## src/rtl/scl_rate_pkg.sv

```systemverilog
package scl_rate_pkg;

  typedef enum logic [1:0] {
    SEL_LOW  = 2'd0,
    SEL_HIGH = 2'd1,
    SEL_PSC  = 2'd2,
    SEL_NONE = 2'd3
  } cfg_sel_e;

  // Fixed pipeline offset added to each phase, chosen by prescale value.
  function automatic int unsigned phase_offset(input int unsigned psc);
    if (psc == 0) return 7;
    else if (psc == 1) return 6;
    else return 5;
  endfunction

  // Phase length in module ticks.
  function automatic int unsigned phase_ticks(input int unsigned cnt,
                                              input int unsigned psc);
    return cnt + phase_offset(psc);
  endfunction

  // Full period in system clock cycles.
  function automatic int unsigned period_cycles(input int unsigned psc,
                                                input int unsigned lo,
                                                input int unsigned hi);
    return (psc + 1) * (phase_ticks(lo, psc) + phase_ticks(hi, psc));
  endfunction

endpackage

```

## src/rtl/scl_cfg_regs.sv

```systemverilog
module scl_cfg_regs
  import scl_rate_pkg::*;
#(
  parameter int REG_W = 16
) (
  input  logic             clk,
  input  logic             rst_n,
  input  logic             mod_run,
  input  logic             we,
  input  logic [1:0]       sel,
  input  logic [REG_W-1:0] wdata,
  output logic [REG_W-1:0] rdata,
  output logic [REG_W-1:0] act_psc,
  output logic [REG_W-1:0] act_low,
  output logic [REG_W-1:0] act_high
);

  logic [REG_W-1:0] prog_psc, prog_low, prog_high;

  always_ff @(posedge clk or negedge rst_n) begin
    if (!rst_n) begin
      prog_psc  <= '0;
      prog_low  <= '0;
      prog_high <= '0;
    end else if (we) begin
      case (cfg_sel_e'(sel))
        SEL_LOW:  prog_low  <= wdata;
        SEL_HIGH: prog_high <= wdata;
        SEL_PSC:  prog_psc  <= wdata;
        default:  ;
      endcase
    end
  end

  // Active set follows the programmed set only while held in module reset.
  always_ff @(posedge clk or negedge rst_n) begin
    if (!rst_n) begin
      act_psc  <= '0;
      act_low  <= '0;
      act_high <= '0;
    end else if (!mod_run) begin
      act_psc  <= prog_psc;
      act_low  <= prog_low;
      act_high <= prog_high;
    end
  end

  always_comb begin
    case (cfg_sel_e'(sel))
      SEL_LOW:  rdata = prog_low;
      SEL_HIGH: rdata = prog_high;
      SEL_PSC:  rdata = prog_psc;
      default:  rdata = '0;
    endcase
  end


  act_frozen_chk: assert property (@(posedge clk) disable iff (!rst_n)
    mod_run |=> ($stable(act_psc) && $stable(act_low) && $stable(act_high)));

endmodule

```

## src/rtl/scl_prescaler.sv

```systemverilog
module scl_prescaler #(
  parameter int REG_W = 16
) (
  input  logic             clk,
  input  logic             rst_n,
  input  logic             run,
  input  logic [REG_W-1:0] psc,
  output logic             tick
);

  logic [REG_W-1:0] div_cnt;
  logic             at_limit;

  assign at_limit = (div_cnt == psc);
  assign tick     = run && at_limit;

  always_ff @(posedge clk or negedge rst_n) begin
    if (!rst_n)        div_cnt <= '0;
    else if (!run)     div_cnt <= '0;
    else if (at_limit) div_cnt <= '0;
    else               div_cnt <= div_cnt + REG_W'(1);
  end


  div_bound_chk: assert property (@(posedge clk) disable iff (!rst_n)
    run |-> (div_cnt <= psc));


  tick_gap_chk: assert property (@(posedge clk) disable iff (!rst_n)
    (tick && (psc != '0)) |=> !tick);

endmodule

```

## src/rtl/scl_phase_ctl.sv

```systemverilog
module scl_phase_ctl #(
  parameter int LEN_W = 17
) (
  input  logic             clk,
  input  logic             rst_n,
  input  logic             active,
  input  logic             tick,
  input  logic [LEN_W-1:0] low_len,
  input  logic [LEN_W-1:0] high_len,
  output logic             started,
  output logic             scl_low,
  output logic             low_stb,
  output logic             high_stb
);

  logic [LEN_W-1:0] ph_cnt;
  logic [LEN_W-1:0] cur_len;
  logic             phase_end;

  assign cur_len   = scl_low ? low_len : high_len;
  assign phase_end = tick && (ph_cnt == cur_len - LEN_W'(1));

  always_ff @(posedge clk or negedge rst_n) begin
    if (!rst_n) begin
      started  <= 1'b0;
      scl_low  <= 1'b0;
      ph_cnt   <= '0;
      low_stb  <= 1'b0;
      high_stb <= 1'b0;
    end else if (!active) begin
      started  <= 1'b0;
      scl_low  <= 1'b0;
      ph_cnt   <= '0;
      low_stb  <= 1'b0;
      high_stb <= 1'b0;
    end else if (!started) begin
      started  <= 1'b1;
      scl_low  <= 1'b1;
      ph_cnt   <= '0;
      low_stb  <= 1'b1;
      high_stb <= 1'b0;
    end else begin
      low_stb  <= 1'b0;
      high_stb <= 1'b0;
      if (phase_end) begin
        scl_low  <= ~scl_low;
        ph_cnt   <= '0;
        low_stb  <= ~scl_low;
        high_stb <= scl_low;
      end else if (tick) begin
        ph_cnt <= ph_cnt + LEN_W'(1);
      end
    end
  end


  idle_release_chk: assert property (@(posedge clk) disable iff (!rst_n)
    !active |=> (!scl_low && !low_stb && !high_stb));


  stb_excl_chk: assert property (@(posedge clk) disable iff (!rst_n)
    !(low_stb && high_stb));


  low_stb_phase_chk: assert property (@(posedge clk) disable iff (!rst_n)
    low_stb |-> scl_low);


  high_stb_phase_chk: assert property (@(posedge clk) disable iff (!rst_n)
    high_stb |-> !scl_low);


  ph_bound_chk: assert property (@(posedge clk) disable iff (!rst_n)
    started |-> (ph_cnt < cur_len));


  hold_no_tick_chk: assert property (@(posedge clk) disable iff (!rst_n)
    (active && started && !tick) |=> $stable(scl_low));

endmodule

```

## src/rtl/scl_rate_gen.sv

```systemverilog
module scl_rate_gen
  import scl_rate_pkg::*;
#(
  parameter int REG_W = 16
) (
  input  logic             clk,
  input  logic             rst_n,
  input  logic             mod_run,
  input  logic             scl_en,
  input  logic             cfg_we,
  input  logic [1:0]       cfg_sel,
  input  logic [REG_W-1:0] cfg_wdata,
  output logic [REG_W-1:0] cfg_rdata,
  output logic             scl_drive_low,
  output logic             low_phase_stb,
  output logic             high_phase_stb
);

  localparam int LEN_W = REG_W + 1;

  logic [REG_W-1:0] act_psc, act_low, act_high;
  logic [LEN_W-1:0] low_len, high_len;
  logic             active, started, div_run, tick;

  assign active  = mod_run && scl_en;
  assign div_run = active && started;

  assign low_len  = LEN_W'(phase_ticks(32'(act_low),  32'(act_psc)));
  assign high_len = LEN_W'(phase_ticks(32'(act_high), 32'(act_psc)));

  scl_cfg_regs #(.REG_W(REG_W)) u_regs (
    .clk      (clk),
    .rst_n    (rst_n),
    .mod_run  (mod_run),
    .we       (cfg_we),
    .sel      (cfg_sel),
    .wdata    (cfg_wdata),
    .rdata    (cfg_rdata),
    .act_psc  (act_psc),
    .act_low  (act_low),
    .act_high (act_high)
  );

  scl_prescaler #(.REG_W(REG_W)) u_div (
    .clk   (clk),
    .rst_n (rst_n),
    .run   (div_run),
    .psc   (act_psc),
    .tick  (tick)
  );

  scl_phase_ctl #(.LEN_W(LEN_W)) u_phase (
    .clk      (clk),
    .rst_n    (rst_n),
    .active   (active),
    .tick     (tick),
    .low_len  (low_len),
    .high_len (high_len),
    .started  (started),
    .scl_low  (scl_drive_low),
    .low_stb  (low_phase_stb),
    .high_stb (high_phase_stb)
  );


  offset_range_chk: assert property (@(posedge clk) disable iff (!rst_n)
    ((low_len - LEN_W'(act_low)) >= LEN_W'(5)) &&
    ((low_len - LEN_W'(act_low)) <= LEN_W'(7)));


  start_low_chk: assert property (@(posedge clk) disable iff (!rst_n)
    (active && !started) |=> (scl_drive_low && low_phase_stb));

endmodule

```

## config.mk

```make
export PLATFORM = sky130hd
export DESIGN_NAME = scl_rate_gen
export DESIGN_NICKNAME = d
export VERILOG_FILES = /design/src/rtl/scl_rate_pkg.sv /design/src/rtl/scl_cfg_regs.sv /design/src/rtl/scl_prescaler.sv /design/src/rtl/scl_phase_ctl.sv /design/src/rtl/scl_rate_gen.sv
export SDC_FILE = /design/constraint.sdc
export NUM_CORES = 1
export LEC_CHECK = 0
export BUFFER_PORTS_ARGS = -buffer_cell sky130_fd_sc_hd__buf_2
export CAP_MARGIN = 15
export CORE_MARGIN = 2
export CORE_UTILIZATION = 55
export DETAILED_ROUTE_END_ITERATION = 12
export PLACE_DENSITY = 0.73
export SLEW_MARGIN = 10
export SYNTH_ARGS = -nofsm -noshare
export SYNTH_HDL_FRONTEND = slang
export SYNTH_HIERARCHICAL = 1
export SYNTH_SLANG_ARGS = --single-unit
```

## constraint.sdc

```tcl
create_clock -name clk -period 7.7 [get_ports clk]
set_input_delay 0.77 -clock clk [delete_from_list [all_inputs] [get_ports clk]]
set_output_delay 0.77 -clock clk [all_outputs]
set_load 0.05 [all_outputs]
```

# [After elaboration in Yosys (flattened, before gate mapping)]
# Cells that the tools add are included.
[op_classes] n_addsub=5 eq_ne=7 mux=20 n_bitwise=1 reduce_logical=9
[op_table] op="$mux 17" count=5
[op_table] op="$pmux 16 s3" count=1
[op_table] op="$add 16x17->17" count=2
[op_table] op="$mux 16" count=2
[op_table] op="$add 17x1->17 const B" count=1
[op_table] op="$eq 17x17->1" count=1
[op_table] op="$sub 17x1->17 const B" count=1
[op_table] op="$add 16x1->16 const B" count=1
[op_table] op="$eq 16x1->1 const B" count=1
[op_table] op="$eq 16x16->1" count=1
[op_table] op="$logic_not 16->1" count=1
[op_table] op="$mux 1" count=10
[op_table] op="$reduce_and 2->1" count=3
[op_table] op="$logic_and 1x1->1" count=4
[op_table] op="$mux 2" count=2
[op_table] op="$ne 4x3->1 const B" count=1
[op_table] op="$ne 3x3->1 const B" count=1
[op_table] op="$eq 2x1->1 const B" count=1
[op_table] op="$eq 2x2->1 const B" count=1
[op_table] op="$logic_not 2->1" count=1
[op_table] op="$not 1->1" count=1
[word_totals] reg_bits=133

# [Depth between registers and ports, before layout]
# Gate-level depths: netlist of run 1.
[depth] depth_word=11 mapped_depth=17

# [Cells and area by module]
# Netlist of run 1, hierarchy kept.
[modules_own_cells] mod="scl_cfg_regs" instances=1 cells_per_inst=242 area_each_um2=3930.0
[modules_own_cells] mod="scl_phase_ctl" instances=1 cells_per_inst=213 area_each_um2=1978.1
[modules_own_cells] mod="scl_prescaler" instances=1 cells_per_inst=99 area_each_um2=983.4
[modules_own_cells] mod="scl_rate_gen" instances=1 cells_per_inst=89 area_each_um2=699.4

# [Worst setup path after synthesis of run 1]
# OpenSTA, ideal clock, no wires.
[synth_path] path_kind="register -> register" from="reg u_regs.act_psc[9]" to="reg u_phase.ph_cnt[10]" t_arrival_ns=3.889 setup_slack_ns=3.692 stages_incl_launch_ff=18 path_buffers=1 period_less_slack_ns=4.008 cell_sequence="dfrtp_1 -> nor4_1 -> and4_1 -> nand2_1 -> ha_1 -> fa_1 -> o2111ai_1 -> nor2_1 -> xor2_1 -> nor4_1 -> o22ai_1 -> or3_1 -> o21ai_2 -> o211a_1 -> o2111ai_4 -> nand3_2 -> buf_8 -> nor2_2"
[synth_between] elab_chain_cells=11 word_cells_on_any_way=16 classes_between="add/sub (3); eq/ne (4); mux (6); reduce/logical (3)"
[synth_lines] item="start, declared" line="scl_cfg_regs.sv:13" source="output logic [REG_W-1:0] act_psc,"
[synth_lines] item="start signal, assigned" line="scl_cfg_regs.sv:42" source="act_psc <= prog_psc;"
[synth_lines] item="$eq 16x1->1" line="scl_rate_pkg.sv:13" source="else if (psc == 1) return 6;"
[synth_lines] item="$mux 2" line="scl_rate_pkg.sv:13"
[synth_lines] item="$mux 2 *" line="scl_rate_pkg.sv:12" source="if (psc == 0) return 7;"
[synth_lines] item="$add 16x17->17 *" line="scl_rate_pkg.sv:20" source="return cnt + phase_offset(psc);"
[synth_lines] item="via high_len[10]" line="scl_rate_gen.sv:22" source="logic [LEN_W-1:0] low_len, high_len;"
[synth_lines] item="$mux 17 *" line="scl_phase_ctl.sv:20" source="assign cur_len = scl_low ? low_len : high_len;"
[synth_lines] item="$sub 17x1->17 *" line="scl_phase_ctl.sv:21" source="assign phase_end = tick && (ph_cnt == cur_len - LEN_W'(1));"
[synth_lines] item="$eq 17x17->1 *" line="scl_phase_ctl.sv:21"
[synth_lines] item="$logic_and 1x1->1 *" line="scl_phase_ctl.sv:21"
[synth_lines] item="$mux 17" line="scl_phase_ctl.sv:45" source="if (phase_end) begin"
[synth_lines] item="$mux 17" line="scl_phase_ctl.sv:36" source="end else if (!started) begin"
[synth_lines] item="$mux 17" line="scl_phase_ctl.sv:30" source="end else if (!active) begin"
[synth_lines] item="end signal, assigned" line="scl_phase_ctl.sv:51" source="ph_cnt <= ph_cnt + LEN_W'(1);"
[synth_lines] item="end, declared" line="scl_phase_ctl.sv:16" source="logic [LEN_W-1:0] ph_cnt;"
# The timed path passes the listed nets; every way through them passes the cells marked *.
# A chain may end at the register's enable or synchronous reset.

# [Worst setup path in the final report of run 1]
[layout_path] from="reg u_regs.act_psc[9]" to="reg u_phase.ph_cnt[0]"
[layout_between] elab_chain_cells=11 word_cells_on_any_way=16 classes_between="add/sub (3); eq/ne (4); mux (6); reduce/logical (3)"
[layout_lines] item="$eq 16x1->1" line="scl_rate_pkg.sv:13"
[layout_lines] item="$mux 2" line="scl_rate_pkg.sv:13"
[layout_lines] item="$mux 2 *" line="scl_rate_pkg.sv:12"
[layout_lines] item="$add 16x17->17 *" line="scl_rate_pkg.sv:20"
[layout_lines] item="via low_len[10]" line="scl_rate_gen.sv:22"
[layout_lines] item="$mux 17 *" line="scl_phase_ctl.sv:20"
[layout_lines] item="$sub 17x1->17 *" line="scl_phase_ctl.sv:21"
[layout_lines] item="$eq 17x17->1 *" line="scl_phase_ctl.sv:21"
[layout_lines] item="$logic_and 1x1->1 *" line="scl_phase_ctl.sv:21"
[layout_lines] item="$mux 17" line="scl_phase_ctl.sv:45"
[layout_lines] item="$mux 17" line="scl_phase_ctl.sv:36"
[layout_lines] item="$mux 17" line="scl_phase_ctl.sv:30"
# Marked as above.

==> flow_summary.ini, run 1 <==
[status]
status = finished clean

[timing]
hold_violations = 0
setup_violations = 0
max_freq_mhz = 203
relSlewSlack_pct = 32.6
fin_hold_ws_ns = 0.524
post-route-period-util_pct = 64.1
tightest_slew_ns = 1.01
fin_crit_ns = 4.93
slew_violations = 0
finalClockSkew_ns = 0.0101
finalSetupTns_ns = 0
fin_ws_ns = 2.77
rsz0062_at_grt = no

[routing]
dr.pass1.iters = 4
drtIter0Drc = 260
vias_per_cell = 5.90
avgRoutedWirePerCell_um = 19.6
wirelength_um = 17200
ant_nets = 0
drc = 0
num_vias = 5157

[cells_and_area]
fin_area_mm2 = 0.00848
finalNonFillerCells = 874
fillers = 1076
utilization_pct = 63.5
nets = 718
area_delta_synth_final_pct = 11.7
antenna_cells = 0
drive_gt1_share_pct = 31.4

[setup_path]
crit_path_max_incr_delay_ns = 0.51
end_kind = flop
crit_top_cell = nor2_1
reg2reg_setup_slack_ns = 2.77
crit_family = simple AND/OR/NAND/NOR gates
cp_max_fo = 16
critical_path.startpoint_type = flop
worstPathArrival_ns = 5.26
cp.required_ns = 8.02
r2r_cells = 16
rr_endpoint = u_phase/ph_cnt[0]
crit_slowest_cell = nor4b_1
worst-path-buf-inv = 0
crit_chain = nor4_1 -> and4_1 -> nand2_1 -> ha_1 -> fa_1 -> nor2_1 -> nor3_1 -> xor2_1 -> nor4b_1 -> a22o_1 -> and4bb_1 -> xnor2_1 -> nor2_1 -> o2111ai_4 -> nand3_2 -> o31ai_1
regToRegStartpoint = u_regs/act_psc[9]
critPathKind = reg2reg

[floorplan]
die_w_um = 121
die_y_um = 121
rows = 42
dieArea_mm2 = 0.0148
core-area_mm2 = 0.0133
start_util_pct = 56.9
num_io_pins = 42

[grt]
antenna_found_initial = 0
grt.total_usage_pct = 25.2
overflow = 0
grt_pass1_vias = 5434
grt_max_degree = 81
grt_pass1_wl_um = 28300

[logic_synthesis]
synth_edf_count = 0
synth_ff_type = dfrtp_1
synth_nets = 675
synthArstFlopShare_pct = 100
synth_seq_area_share_pct = 43.8
syn_avg_cell_area_um2 = 11.8
ys_types = 71
syn_area_mm2 = 0.00759
ys_seq_elements = 133
postSynthCellCount = 643
yosysWarnings = 6

[power]
internal_power_mw = 1.56
pwr-share-comb_pct = 24.0
p_seq_share_pct = 40.7
ir_drop_mv = 0.185
p_total_mw = 2.32
power.switching_mw = 0.762
cellPowerDensity_mw_per_mm2 = 273
power_leakage_nw = 3.47
sw_frac_of_total_pct = 32.9
p_clk_share_pct = 35.3

[placed_design]
gp_congestion = 0.847
io_buffer_count = 41
dp_hpwl_um = 12300
dpl_worst_slack_ns = 2.89
dpl_cell_area_mm2 = 0.00788
placed_cells = 843

[run]
max_cap_viol_count = 0

[clocking]
cts_hold_buf = 0
clkTransAtPathRegs_ns = 0.06
clock_latency_ns = 0.42
cts.repair.resized = 0
cts_max_level = 4
cts_setup_buffers = 0
root_buffer = clkbuf_16
cts_buffers = 17
cts.path.max_buffers = 2
cts_sinks = 133
cts_tree = built

[worst_hold_path]
hp-class = in2async
-- cells by family (layout without fill, tap and decap cells) --
kind of cell	Yosys count	in the layout	share of synthesized area (%)
mux	129	129	18.7
flops	133	133	43.8
buf+inv	28	83	2.59
xor+xnor	95	95	11.0
simple gates	195	195	16.0
fa+ha+maj	9	9	1.68
compound gates	54	54	6.26
-- area by class of cell --
type | count | area (um2) | share of cell area (%)
clock buffer | 19 | 453 | 5.34
clock inverter | 12 | 144 | 1.70
inverter | 7 | 26.3 | 0.310
multi-input combinational | 482 | 4070 | 48.0
sequential | 133 | 3330 | 39.3
tap | 176 | 220 | 2.60
timing repair buffer | 45 | 238 | 2.80
-- layout by cell type, fill, tap and decap left out, types with 3 or more instances in the layout --
| master | instances |
|---|---|
| nor4b_2 | 4 |
| and2_1 | 3 |
| dfrtp_1 | 133 |
| o31ai_1 | 3 |
| and3_1 | 8 |
| mux2i_1 | 31 |
| nand3_2 | 3 |
| nor4_1 | 12 |
| inv_6 | 3 |
| nand4_2 | 3 |
| xnor2_1 | 53 |
| buf_2 | 40 |
| nor4_2 | 4 |
| nand2_1 | 27 |
| mux2_2 | 97 |
| clkinv_4 | 3 |
| buf_4 | 5 |
| clkbuf_16 | 17 |
| nor3b_1 | 4 |
| nor2_1 | 43 |
| nand3_1 | 14 |
| o21ai_0 | 8 |
| o2bb2ai_1 | 16 |
| inv_1 | 7 |
| and4_1 | 5 |
| nor2_2 | 11 |
| nor2b_1 | 4 |
| ha_1 | 7 |
| xor2_1 | 42 |
| nand4_1 | 14 |
| o21a_1 | 3 |
| nor3_1 | 16 |
| a21oi_1 | 5 |
-- power groups by stage --
stage	Clock, mW	Sequential (mW)	Combinational [mW]
6_report	0.818	0.944	0.556
5_1_grt	0.856	0.958	0.604
4_1_cts	0.830	0.943	0.557
3_5_place_dp	0	0.953	0.550
3_3_place_gp	0	0.944	0.534
2_1_floorplan	0	0.903	0.447
-- synth_stat cells, drive strengths merged (2+ instances only) --
| cell type | number | area share (%) |
|---|---|---|
| o31ai | 3 | 0.30 |
| and4 | 5 | 0.58 |
| nand3 | 17 | 1.3 |
| mux2 | 97 | 14 |
| inv | 7 | 0.35 |
| nor2b | 4 | 0.33 |
| o2111ai | 3 | 0.58 |
| nor3b | 6 | 0.81 |
| buf | 17 | 2.0 |
| and3 | 9 | 0.76 |
| or3 | 3 | 0.26 |
| o21ai | 10 | 0.71 |
| dfrtp | 133 | 44 |
| nand3b | 2 | 0.53 |
| or4 | 2 | 0.25 |
| o2bb2ai | 16 | 1.8 |
| nor2 | 54 | 3.0 |
| a211oi | 2 | 0.33 |
| fa | 2 | 0.53 |
| nor4 | 16 | 1.6 |
| a21oi | 6 | 0.44 |
| clkbuf | 4 | 0.20 |
| xnor2 | 53 | 6.1 |
| xor2 | 42 | 4.8 |
| o21a | 3 | 0.30 |
| nor4b | 6 | 1.0 |
| o22ai | 2 | 0.25 |
| and4bb | 2 | 0.33 |
| nand2 | 27 | 1.3 |
| and2 | 3 | 0.25 |
| ha | 7 | 1.2 |
| nor3 | 17 | 1.2 |
| mux2i | 32 | 4.3 |
| nand4 | 18 | 1.9 |
-- flip-flops by register name (all words and copies together), names as in the netlist --
name and flops:
u_phase/low_stb 1, u_regs/act_psc 16, u_phase/high_stb 1, u_phase/scl_low 1, u_regs/act_low 16, u_phase/ph_cnt 17
u_regs/prog_low 16, u_phase/started 1, u_regs/act_high 16, u_div/div_cnt 16, u_regs/prog_psc 16, u_regs/prog_high 16
-- worst reg2reg max path, stage by stage, from the launching register on --
cell	delay, ns
dfrtp_1	0.41
nor4_1	0.36
and4_1	0.41
nand2_1	0.12
ha_1	0.23
fa_1	0.43
nor2_1	0.38
nor3_1	0.12
xor2_1	0.18
nor4b_1	0.51
a22o_1	0.22
and4bb_1	0.25
xnor2_1	0.13
nor2_1	0.09
o2111ai_4	0.28
nand3_2	0.40
o31ai_1	0.33
-- worst max-delay path by stage --
stage                            start            endpoint  depth (start not counted)
floorplan            u_regs/act_psc[9]  u_phase/ph_cnt[10]                         17
global placement    u_regs/act_psc[14]   u_phase/ph_cnt[0]                         16
detailed placement  u_regs/act_psc[14]   u_phase/ph_cnt[1]                         16
CTS                  u_regs/act_psc[9]   u_phase/ph_cnt[0]                         16
global route        u_regs/act_psc[10]   u_phase/ph_cnt[0]                         16
finish               u_regs/act_psc[9]   u_phase/ph_cnt[0]                         16
-- per-layer routing --
metal,vias to the layer above,global-route usage [%],routed length [um]
met3,27,4.65,448
met1,2612,31.8,7590
met5,-,0,0
met4,0,9.63,427
li1,2434,-,-
met2,84,43.0,8690
No activity file was read; power rests on OpenSTA's default activity.
==> inputs of run 2 (changes only) <==
Settings changed: ABC_AREA set to 1, PLACE_DENSITY 0.73 to 0.76.
Clock period 7.7 ns to 4.2 ns, I/O delays scaled along.
==> run 2 against run 1 <==
  * Global-route usage grew 0.43 points
  * Die area is 10% higher
  * Clock-buffer cell count is 2 lower
  * Utilization fell by 2.4 points
  * Register-to-register slack worse by 2.3 ns
  * Synthesized cell count increased by 86%
  * Critical path type unchanged
==> flow_summary.ini, run 2 <==
[status]
status = finished clean

[grt]
grt_pass1_wl_um = 33100
grt_max_degree = 109
antenna_found_initial = 0
overflow = 0
grt_pass1_vias = 6772
grt.total_usage_pct = 25.6

[placed_design]
dp_hpwl_um = 14100
gp_congestion = 0.888
io_buffer_count = 41
dpl_cell_area_mm2 = 0.00856
dpl_worst_slack_ns = 0.478

[cells_and_area]
layout_commonest_cell = nand2_1
multiInputGateArea_mm2 = 0.00418
ff_latch_area_mm2 = 0.00333
final_cell_mix = 418 x nand2_1, 150 x inv_1, 133 x dfrtp_1, 109 x nor2_1, 105 x nand3_1
largest_register = u_phase/ph_cnt
drive_gt1_share_pct = 9.94
area_delta_synth_final_pct = 9.52
antenna_cells = 0
largest_reg_flops = 17
nets = 1246
fillers = 1337
fin_area_mm2 = 0.00919

[logic_synthesis]
postSynthCellCount = 1193
ys_types = 38
synthArstFlopShare_pct = 100
yosysWarnings = 6
synth_seq_area_share_pct = 39.7
syn_avg_cell_area_um2 = 7.03
ys_seq_elements = 133
synth_top_area_share_pct = 39.7
synth_ff_type = dfrtp_1
synth_nets = 1225
synth_area_leaders = dfrtp_1 40%, nand2_1 19%, inv_1 6.7%
yosysTopAreaCell = dfrtp_1
synth_edf_count = 0
yosysMostFrequentCell = nand2_1
syn_area_mm2 = 0.00839
synthTopCellsByCount = 418 x nand2_1, 150 x inv_1, 133 x dfrtp_1

[floorplan]
core-area_mm2 = 0.0150
die_y_um = 128
dieArea_mm2 = 0.0163
die_w_um = 128
start_util_pct = 55.8
num_io_pins = 42
rows = 45

[routing]
drc = 0
num_vias = 7365
dr.pass1.iters = 5
vias_per_cell = 5.20
avgRoutedWirePerCell_um = 13.9
drtIter0Drc = 514
ant_nets = 0
wirelength_um = 19700

[clocking]
cts_max_level = 4
cts.repair.resized = 0
cts_hold_buf = 0
cts_buffers = 17
cts.path.max_buffers = 2
cts_setup_buffers = 0
clkTransAtPathRegs_ns = 0.06
root_buffer = clkbuf_16
clock_latency_ns = 0.42
cts_tree = built
cts_sinks = 133

[timing]
finalClockSkew_ns = 0.0140
finalSetupTns_ns = 0
max_freq_mhz = 270
relSlewSlack_pct = 33.8
fin_crit_ns = 3.71
post-route-period-util_pct = 88.3
fin_ws_ns = 0.493
hold_violations = 0
fin_hold_ws_ns = 0.102
rsz0062_at_grt = no
setup_violations = 0
slew_violations = 0
tightest_slew_ns = 0.994

[power]
cellPowerDensity_mw_per_mm2 = 435
ir_drop_mv = 0.357
power_leakage_nw = 4.63

[setup_path]
critical_path.startpoint_type = flop
critPathKind = reg2reg
end_kind = flop
cp_max_fo = 16
cp.required_ns = 4.53
worstPathArrival_ns = 4.04

[run]
max_cap_viol_count = 0

[worst_hold_path]
hp-class = in2async
[run 2: changes by cell type in the layout (fill, tap and decap cells not counted), sizes merged, moves of 15 or more]
cell and change:
nand2 +406, nand3 +91, mux2 -97, o21ai +51
nor4 -15, o2bb2ai -16, mux2i -32, nand4 +24
inv +150, xnor2 -43, nor2 +69
[run 2: where the power goes]
part | internal, mW | leakage (nW) | switching, mW
sequential | 1.43 | 1.72 | 0.178
combinational | 0.266 | 2.60 | 0.570
clock | 0.949 | 0.302 | 0.603
total | 2.65 | 4.63 | 1.35
[run 2: layout make-up]
class / instances / area share (%)
Sequential cell: 133 / 36.2
Multi-Input combinational cell: 862 / 45.5
Tap cell: 188 / 2.56
Clock inverter: 15 / 2.08
Timing Repair Buffer: 45 / 2.63
Clock buffer: 17 / 4.63
Inverter: 155 / 6.36
[run 2: path summary, 6_finish.rpt]
kind / startpoint / end / slack (ns) / cells after the start
max in group asynchronous: rst_n / u_phase/ph_cnt[7] / 3.22 / 2
setup / recovery: u_regs/act_psc[3] / u_phase/scl_low / 0.49 / 23
hold / removal: rst_n / u_div/div_cnt[15] / 0.10 / 1
hold reg to reg: u_regs/prog_psc[1] / u_regs/prog_psc[1] / 0.50 / 2
min in group clk: scl_en / u_phase/started / 0.26 / 3
setup reg to reg: u_regs/act_psc[3] / u_phase/scl_low / 0.49 / 23
[run 2: cells by family (layout without fill, tap and decap cells)]
logic type	after synthesis	in the layout	share of synthesized area, %
simple gates	737	737	39.2
fa+ha+maj	9	9	1.52
xor+xnor	46	46	4.80
flops	133	133	39.7
compound gates	70	70	4.24
buf+inv	198	232	10.6
[run 2: routing by layer]
| layer | routed length [um] | up-vias | track usage (%) |
|---|---|---|---|
| met3 | 964 | 25 | 4.98 |
| met1 | 9190 | 3348 | 35.2 |
| li1 | - | 3792 | - |
| met2 | 9160 | 200 | 41.0 |
| met5 | 0 | - | 0 |
| met4 | 400 | 0 | 8.47 |
[run 2: stage by stage]
stage	total power, mW	std cells	utilization [%]
finish	4.00	1415	61.1
CTS	4.01	1415	61.1
detailed placement	2.45	1383	57.0
floorplan	2.23	1193	-
global placement	2.44	1383	57.0
global route	4.21	1415	61.1
[run 2: worst max-delay path, cell delays in order (launching register included)]
cell and delay [ns]:
dfrtp_1 0.40, or2_0 0.24, nor3_2 0.21, nand3_1 0.15
ha_1 0.24, fa_1 0.42, nor2_1 0.21, nor2_4 0.11
xor2_1 0.16, inv_1 0.07, nand2_1 0.05, nand2_1 0.11
nand2_1 0.08, nor2_2 0.14, nand3_1 0.14, nor2_1 0.11
nand2_1 0.05, nand2_1 0.07, nand2_1 0.05, nor2_1 0.13
nand3_2 0.13, nand2_4 0.20, nand2_1 0.09, o21ai_0 0.08
